==> src/rtl/fs_pkg.sv <==
// Package: shared types for the framed serial transmitter.
// Assumes: nothing beyond IEEE 1800-2017.
package fs_pkg;

    // Sequencer states: idle, frame-strobe period, bit shifting.
    typedef enum logic [1:0] {
        ST_IDLE  = 2'd0,
        ST_FRAME = 2'd1,
        ST_SHIFT = 2'd2
    } fs_state_e;

endpackage

==> src/rtl/fs_tick_gen.sv <==
// Module: fs_tick_gen
// Divides the system clock into serial periods of DIV cycles. It reports the
// last cycle of each period and whether the current cycle is in the high half.
// Assumes: DIV is even and at least 2. The counter runs only while run_i is high
// and restarts from zero whenever run_i rises.
module fs_tick_gen #(
    parameter int DIV = 4
) (
    input  logic clk,
    input  logic rst_n,
    input  logic run_i,
    output logic period_end_o,
    output logic high_phase_o
);

    localparam int CW = (DIV > 2) ? $clog2(DIV) : 1;
    localparam logic [CW-1:0] LAST = CW'(DIV - 1);
    localparam logic [CW-1:0] HALF = CW'(DIV / 2);

    logic [CW-1:0] cnt_q;

    // Cycle counter within one serial period, held at zero while idle.
    always_ff @(posedge clk) begin
        if (!rst_n) begin
            cnt_q <= '0;
        end else if (!run_i) begin
            cnt_q <= '0;
        end else if (cnt_q == LAST) begin
            cnt_q <= '0;
        end else begin
            cnt_q <= cnt_q + 1'b1;
        end
    end

    assign period_end_o = run_i && (cnt_q == LAST);
    assign high_phase_o = (cnt_q >= HALF);

    AST_TICK_IN_RANGE: assert property (@(posedge clk) disable iff (!rst_n)
        cnt_q <= LAST);
    AST_TICK_FRESH_START: assert property (@(posedge clk) disable iff (!rst_n)
        $rose(run_i) |-> (cnt_q == '0));

endmodule

==> src/rtl/fs_sample_hold.sv <==
// Module: fs_sample_hold
// Copies the parallel sample bus into a holding register when a strobe comes
// while the transmitter is free. Flags strobes that come while it is busy.
// Assumes: busy_i comes from the sequencer register, so accept_o has no loop.
module fs_sample_hold #(
    parameter int BUS_W = 96
) (
    input  logic             clk,
    input  logic             rst_n,
    input  logic             smp_valid_i,
    input  logic [BUS_W-1:0] smp_data_i,
    input  logic             busy_i,
    output logic             accept_o,
    output logic [BUS_W-1:0] held_o,
    output logic             overrun_o
);

    logic [BUS_W-1:0] held_q;
    logic             ovr_q;

    assign accept_o = smp_valid_i && !busy_i;

    // Holding register, written only by an accepted strobe.
    always_ff @(posedge clk) begin
        if (!rst_n) begin
            held_q <= '0;
        end else if (accept_o) begin
            held_q <= smp_data_i;
        end
    end

    // Sticky overrun flag, cleared only by reset.
    always_ff @(posedge clk) begin
        if (!rst_n) begin
            ovr_q <= 1'b0;
        end else if (smp_valid_i && busy_i) begin
            ovr_q <= 1'b1;
        end
    end

    assign held_o    = held_q;
    assign overrun_o = ovr_q;

    AST_HOLD_FROZEN: assert property (@(posedge clk) disable iff (!rst_n)
        busy_i |=> $stable(held_q));
    AST_OVR_SETS: assert property (@(posedge clk) disable iff (!rst_n)
        (smp_valid_i && busy_i) |=> ovr_q);
    AST_OVR_STICKY: assert property (@(posedge clk) disable iff (!rst_n)
        ovr_q |=> ovr_q);

endmodule

==> src/rtl/fs_shift_engine.sv <==
// Module: fs_shift_engine
// Sequencer and shift register. After a start it spends one serial period in
// the frame state, then loads the held words into the shift register with word
// 0 at the top and shifts out every bit, one per serial period.
// Assumes: held_i stays stable while busy_o is high. period_end_i and
// high_phase_i come from a tick generator that runs while busy_o is high.
module fs_shift_engine #(
    parameter int WORD_W    = 16,
    parameter int NUM_WORDS = 6
) (
    input  logic                          clk,
    input  logic                          rst_n,
    input  logic                          start_i,
    input  logic                          period_end_i,
    input  logic                          high_phase_i,
    input  logic [NUM_WORDS*WORD_W-1:0]   held_i,
    output logic                          ser_clk_o,
    output logic                          frame_o,
    output logic                          ser_data_o,
    output logic                          busy_o
);
    import fs_pkg::*;

    localparam int TOTAL = NUM_WORDS * WORD_W;
    localparam int BW    = $clog2(TOTAL);
    localparam logic [BW-1:0] LAST_BIT = BW'(TOTAL - 1);

    fs_state_e      state_q;
    logic [TOTAL-1:0] shreg_q;
    logic [TOTAL-1:0] load_vec;
    logic [BW-1:0]    bit_q;

    // Word 0 goes to the top of the shift register so that it leaves first.
    for (genvar k = 0; k < NUM_WORDS; k++) begin : g_order
        assign load_vec[TOTAL-1-k*WORD_W -: WORD_W] = held_i[k*WORD_W +: WORD_W];
    end

    // Frame sequencer, shift register and bit counter.
    always_ff @(posedge clk) begin
        if (!rst_n) begin
            state_q <= ST_IDLE;
            shreg_q <= '0;
            bit_q   <= '0;
        end else begin
            case (state_q)
                ST_IDLE: begin
                    if (start_i) begin
                        state_q <= ST_FRAME;
                    end
                end
                ST_FRAME: begin
                    if (period_end_i) begin
                        state_q <= ST_SHIFT;
                        shreg_q <= load_vec;
                        bit_q   <= '0;
                    end
                end
                ST_SHIFT: begin
                    if (period_end_i) begin
                        shreg_q <= {shreg_q[TOTAL-2:0], 1'b0};
                        if (bit_q == LAST_BIT) begin
                            state_q <= ST_IDLE;
                        end else begin
                            bit_q <= bit_q + 1'b1;
                        end
                    end
                end
                default: state_q <= ST_IDLE;
            endcase
        end
    end

    assign busy_o     = (state_q != ST_IDLE);
    assign frame_o    = (state_q == ST_FRAME);
    assign ser_clk_o  = (state_q == ST_SHIFT) && high_phase_i;
    assign ser_data_o = (state_q == ST_SHIFT) && shreg_q[TOTAL-1];

    AST_NO_CLK_IN_FRAME: assert property (@(posedge clk) disable iff (!rst_n)
        frame_o |-> !ser_clk_o);
    AST_QUIET_IDLE: assert property (@(posedge clk) disable iff (!rst_n)
        !busy_o |-> (!ser_clk_o && !ser_data_o && !frame_o));
    AST_DATA_ON_FALL: assert property (@(posedge clk) disable iff (!rst_n)
        ((state_q == ST_SHIFT) && ($past(state_q) == ST_SHIFT) && !$fell(ser_clk_o))
        |-> $stable(ser_data_o));
    AST_START_FRAMES: assert property (@(posedge clk) disable iff (!rst_n)
        (start_i && !busy_o) |=> frame_o);
    AST_ONE_STATE: assert property (@(posedge clk) disable iff (!rst_n)
        $onehot0({frame_o, (state_q == ST_SHIFT)}));

endmodule

==> src/rtl/frame_serializer.sv <==
// Module: frame_serializer (top)
// Serializes six parallel sample words into a framed, gated three-wire port.
// Assumes: CLK_DIV is even and at least 2. smp_valid is a single-cycle strobe.
module frame_serializer #(
    parameter int WORD_W    = 16,
    parameter int NUM_WORDS = 6,
    parameter int CLK_DIV   = 4
) (
    input  logic                        clk,
    input  logic                        rst_n,
    input  logic                        smp_valid,
    input  logic [NUM_WORDS*WORD_W-1:0] smp_data,
    output logic                        ser_clk,
    output logic                        frame_out,
    output logic                        ser_data,
    output logic                        busy,
    output logic                        overrun
);

    localparam int BUS_W = NUM_WORDS * WORD_W;

    logic             accept;
    logic [BUS_W-1:0] held;
    logic             period_end;
    logic             high_phase;

    fs_sample_hold #(.BUS_W(BUS_W)) u_hold (
        .clk         (clk),
        .rst_n       (rst_n),
        .smp_valid_i (smp_valid),
        .smp_data_i  (smp_data),
        .busy_i      (busy),
        .accept_o    (accept),
        .held_o      (held),
        .overrun_o   (overrun)
    );

    fs_tick_gen #(.DIV(CLK_DIV)) u_tick (
        .clk          (clk),
        .rst_n        (rst_n),
        .run_i        (busy),
        .period_end_o (period_end),
        .high_phase_o (high_phase)
    );

    fs_shift_engine #(.WORD_W(WORD_W), .NUM_WORDS(NUM_WORDS)) u_shift (
        .clk          (clk),
        .rst_n        (rst_n),
        .start_i      (accept),
        .period_end_i (period_end),
        .high_phase_i (high_phase),
        .held_i       (held),
        .ser_clk_o    (ser_clk),
        .frame_o      (frame_out),
        .ser_data_o   (ser_data),
        .busy_o       (busy)
    );

endmodule

==> config.mk <==
export PLATFORM = sky130hd
export DESIGN_NAME = frame_serializer
export DESIGN_NICKNAME = d
export VERILOG_FILES = /design/src/rtl/fs_pkg.sv /design/src/rtl/fs_tick_gen.sv /design/src/rtl/fs_sample_hold.sv /design/src/rtl/fs_shift_engine.sv /design/src/rtl/frame_serializer.sv
export SDC_FILE = /design/constraint.sdc
export NUM_CORES = 1
export LEC_CHECK = 0
export BUFFER_PORTS_ARGS = -buffer_cell sky130_fd_sc_hd__buf_2
export CELL_PAD_IN_SITES_DETAIL_PLACEMENT = 2
export CELL_PAD_IN_SITES_GLOBAL_PLACEMENT = 2
export CORE_UTILIZATION = 35
export DETAILED_ROUTE_END_ITERATION = 16
export PLACE_DENSITY = 0.78
export SYNTH_ARGS = -nofsm -noshare
export SYNTH_HDL_FRONTEND = slang
export SYNTH_SLANG_ARGS = --single-unit
export TNS_END_PERCENT = 5
==> constraint.sdc <==
create_clock -name clk -period 3.3 [get_ports clk]
set_input_delay 0.33 -clock clk [delete_from_list [all_inputs] [get_ports clk]]
set_output_delay 0.33 -clock clk [all_outputs]
set_load 0.02 [all_outputs]
After elaboration in Yosys (flattened, before gate mapping)
Index checks and enable logic that the tools add are counted.
{"block": "classes", "n_addsub": 2, "magnitude_cmp": 1, "eq_ne": 9, "mux": 12, "bitwise_logic": 2, "n_reduce_logical": 13}
{"cell": "2-to-1 mux 96 bit", "n": 2}
{"cell": "one-hot mux 96 bit (2 select lines)", "n": 1}
{"cell": "2-to-1 mux 7 bit", "n": 3}
{"cell": "one-hot mux 7 bit (2 select lines)", "n": 1}
{"cell": "2-to-1 mux 2 bit", "n": 4}
{"cell": "AND reduction 4 bit", "n": 2}
{"cell": "adder 7 x 1 -> 7 bit, second input constant", "n": 1}
{"cell": "== test 7 bit, second input constant", "n": 1}
{"cell": "!= test 2 bit, second input constant", "n": 3}
{"cell": "one-hot mux 2 bit (3 select lines)", "n": 1}
{"cell": "logical AND 1 bit", "n": 5}
{"cell": "== test 2 bit, second input constant", "n": 2}
{"cell": "!= test 2 x 1 -> 1 bit, second input constant", "n": 2}
{"cell": "nonzero test 2 bit", "n": 2}
{"cell": "AND reduction 3 bit", "n": 1}
{"cell": "OR reduction 3 bit", "n": 1}
{"cell": "adder 2 x 1 -> 2 bit, second input constant", "n": 1}
{"cell": "== test 2 x 1 -> 1 bit, second input constant", "n": 1}
{"cell": "greater-or-equal comparator 2 bit, second input constant", "n": 1}
{"cell": "logical NOT 2 bit", "n": 1}
{"cell": "inverter 1 bit", "n": 2}
{"cell": "logical NOT 1 bit", "n": 1}
{"block": "totals", "regBits": 204, "inputBits": 99}

Logic depth before layout (Yosys ltp)
{"block": "depth", "ltp_word": 5, "ltp_mapped": 8, "ltp_nobuf": 5}

Modules after synthesis
Synthesis repeated with hierarchy kept, for this count alone.
{"block": "unflattened", "hier_cells": 1027, "hier_area_um2": 8908.5}
{"module": "fs_shift_engine", "n_inst": 1, "cells_per_inst": 598, "area_each_um2": 4939.7, "seq_area_each_um2": 2102.0}
{"module": "fs_sample_hold", "n_inst": 1, "cells_per_inst": 420, "area_each_um2": 3862.5, "seq_area_each_um2": 1941.9}
{"module": "fs_tick_gen", "n_inst": 1, "cells_per_inst": 9, "area_each_um2": 106.4, "seq_area_each_um2": 40.0}

Worst setup path before layout
Ideal clock, no wire load.
{"block": "synth_path", "kind": "register to output", "startpoint": "register u_shift.state_q[0]", "endpoint": "output port ser_data", "t_arrival_ps": 1240, "required_time_ps": 2970, "slack_ps": 1730, "stages_incl_launch_ff": 6, "n_path_buf": 3, "path_cell_list": "dfxtp_1 -> buf_2 -> nor2b_1 -> buf_2 -> buf_2 -> and2_1"}
{"block": "synth_between", "elab_chain_len": 2}
{"element": "start, declared", "line": "fs_shift_engine.sv:28", "text": "fs_state_e state_q;"}
{"element": "start signal, assigned", "line": "fs_shift_engine.sv:41", "text": "state_q <= ST_IDLE;"}
{"element": "start signal, assigned", "line": "fs_shift_engine.sv:48", "text": "state_q <= ST_FRAME;"}
{"element": "start signal, assigned", "line": "fs_shift_engine.sv:53", "text": "state_q <= ST_SHIFT;"}
{"element": "== test 2 bit", "line": "fs_shift_engine.sv:76", "text": "assign ser_data_o = (state_q == ST_SHIFT) && shreg_q[TOTAL-1];"}
{"element": "logical AND 1 bit", "line": "fs_shift_engine.sv:76"}
{"element": "end, declared", "line": "frame_serializer.sv:15", "text": "output logic ser_data,"}
Every way passes these cells.

Worst setup path in the final report
{"block": "layout_path", "startpoint": "register u_shift.state_q[0]", "endpoint": "output port ser_clk"}
{"block": "layout_between", "elab_chain_len": 2}
{"element": "== test 2 bit", "line": "fs_shift_engine.sv:75", "text": "assign ser_clk_o = (state_q == ST_SHIFT) && high_phase_i;"}
{"element": "logical AND 1 bit", "line": "fs_shift_engine.sv:75"}
{"element": "end, declared", "line": "frame_serializer.sv:13", "text": "output logic ser_clk,"}
Every way passes these cells.

==> reports/results.ini <==
[place]
place.gp.congestion=0.710
hpwl_um=14100
dp_slack_ps=1090
io_buffers=103

[routing]
ant_nets=0
wl_met1_um=10300
via_per_inst=5.11
wl_per_cell_um=15.9
met3_length_um=683
drc=0
route.met2.wl_um=11300
num_vias=7282
wl_um=22600
highest_layer=met4
drt_iter0_markers=288
dr.pass1.iters=4

[yosys]
syn_area_um2=8540
netlist_instances=1035
synth-seq-cells=204
synthXorXnorAreaFrac_pct=0.103
synth.mux.area_fraction_pct=0.117
synthesis.nets=1137
syn_avg_cell_area_um2=8.25
yosys_warnings=0
synth.distinct_cells=33
synth_top_family_by_area=simple AND/OR/NAND/NOR gates
synth_largest_area_cell=dfxtp_1
synth_top_area_share_pct=47.8
synth-simple-area-share_pct=25.2
seq_area_frac_synth_pct=47.8
synth_compound_area_share_pct=21.1
synthTopCellsByArea=dfxtp_1 48%, nand2_1 17%, o211a_1 11%, a21boi_1 8.5%, nand3_1 6.0%
synth_fa_ha_area_share_pct=0.440

[cts]
cts_tree=built
cts_buffers=24
clock_path_buffers=3
ctsResizeCount=0
htree_num_levels=1
post_cts_buffers=0
cts_root_buf=clkbuf_16
cts_sinks=204
clock_latency_ps=500
hold_buffers=0
clk_pin_slew_worst_paths_ps=60

[setup_path]
worst-r2r-cell-count=5
crit_start=u_shift.state_q[0]
cp_max_fo=54
reg2reg_from=u_shift.state_q[0]
endpoint=ser_clk
required_ps=2970
crit_arrival_ps=2170
crit_type=reg2out
ff2ff_setup_slack_ps=1100
cp-end-kind=output port
timing.rr.end=u_shift.shreg_q[25]
worst_setup_path_start_kind=flop

[sta]
slew_headroom_pct=44.6
rsz0062_at_grt=false
hold_viol=0
postLayoutSetupSlackWorst_ps=799
final_max_slew_viol_count=0
clock_skew_ps=7.05
fin_crit_sh_pct=75.8
worst_hold_slack_ps=61.1
finalSetupViolCount=0
finalCriticalPeriod_ps=2500
tns_ps=0
tightest_slew_ps=818
fmax_ghz=0.400

[global_routing]
grt_usage_pct=18.7
grt_pass1_wl_um=37900
grt_pass1_vias=7861
grt_start_max_net_pins=91
grt_remaining_overflow=0
antenna_found_initial=0

[run_status]
status=completed

[cells_and_area]
final_cell_mix=391 x nand2_1, 204 x dfxtp_1, 103 x nand3_1, 102 x buf_2
nets=1190
n_fill_cell=2757
seqCellArea_um2=4080
n_antenna_cell=0
layout_commonest_cell=nand2_1
drive_gt1_share_pct=14.4
multiInputGateArea_um2=4040
syn_to_final_growth_pct=16.9

[floorplanning]
initial_core_util_pct=36.1
die_h_um=158
core_area_um2=23700
placementRows=56
dieWidth_um=158
die-area_um2=25000
io_pins=104

[min_path]
hold_start=smp_data[92]
holdPathStages=3
min_path_type=in2reg

[job]
maxCapViolCount=0

[pwr]
p_leak_nw=4.84
p_per_area_nw_per_um2=546
vdd_drop_max_uv=315

==> worst max-delay path: stages, from the launching register on <==
cell	delay, ps
dfxtp_1	620
nand2b_4	630
nor2_1	200
buf_2	210
==> where the power goes <==
group | internal [W] | total [W] | switching (W) | leakage, nW
sequential | 0.00254 | 0.00258 | 0.0000453 | 1.66
combinational | 0.000130 | 0.000321 | 0.000191 | 2.80
clock | 0.00154 | 0.00255 | 0.00101 | 0.381
total | 0.00421 | 0.00545 | 0.00125 | 4.84
==> state kept, by name (all words and copies together) (netlist names) <==
name / flops
u_shift.state_q: 2
u_hold.held_o: 96
u_shift.shreg_q: 96
u_shift.bit_q: 7
u_tick.cnt_q: 2
u_hold.overrun_o: 1
==> worst min path at each step <==
| stage | end | slack (ps) |
|---|---|---|
| CTS | u_hold.held_o[92] | 40 |
| finish | u_hold.held_o[92] | 60 |
| floorplan | u_tick.cnt_q[0] | 420 |
| global route | u_hold.held_o[73] | 50 |
| detailed placement | u_hold.held_o[46] | 450 |
| global placement | u_tick.cnt_q[0] | 430 |
==> cells in the mapped netlist <==
cell type  count
o31a_1         1
nand3b_1       1
o311ai_1       1
nand3_1      103
buf_2         43
or3_1          1
inv_1          3
nor4_1         2
o21ai_1        4
buf_6          1
or4b_1         1
dfxtp_1      204
or2_1          1
o211a_1       97
a211o_1        2
a21oi_1        5
mux2i_1        1
nor2_1         8
o211ai_1       1
o21ai_0        1
xor2_1         1
nand4b_1       3
nand2_1      392
buf_1          1
a21boi_0       1
ha_1           3
buf_4          9
or4_1          1
nand2b_1       3
and2_1         3
clkbuf_1      36
nor2b_1        4
a21boi_1      97
==> per-layer routing <==
metal | global-route usage (%) | up-vias
met1 | 23.3 | 3581
met4 | 3.98 | 0
met3 | 2.63 | 26
met2 | 34.0 | 91
met5 | 0 | -
li1 | - | 3584
==> cell families after synthesis <==
| kind of cell | after synthesis |
|---|---|
| AO/OA/AOI/OAI | 210 |
| XOR/XNOR | 1 |
| adder cells (fa/ha/maj) | 3 |
| buffers and inverters | 93 |
| flip-flops | 204 |
| multiplexers | 1 |
| AND/OR/NAND/NOR | 523 |
==> through the flow <==
| step | util [%] | area, um2 | total power (W) | instances |
|---|---|---|---|---|
| 2_1_floorplan | - | 8540 | 0.00283 | 1035 |
| 3_3_place_gp | 38.9 | 9210 | 0.00295 | 1381 |
| 3_5_place_dp | 38.9 | 9210 | 0.00297 | 1381 |
| 4_1_cts | 42.1 | 9980 | 0.00555 | 1424 |
| 5_1_grt | 42.1 | 9980 | 0.00568 | 1424 |
| 6_report | 42.1 | 9980 | 0.00545 | 1424 |
==> final cells by class <==
class,count,share of cell area [%]
Clock buffer,38,7.46
Multi-Input combinational cell,738,40.5
Timing Repair Buffer,117,6.78
Tap cell,319,4.00
Clock inverter,5,0.276
Inverter,3,0.113
Sequential cell,204,40.9
(Power assumes the default switching activity.)
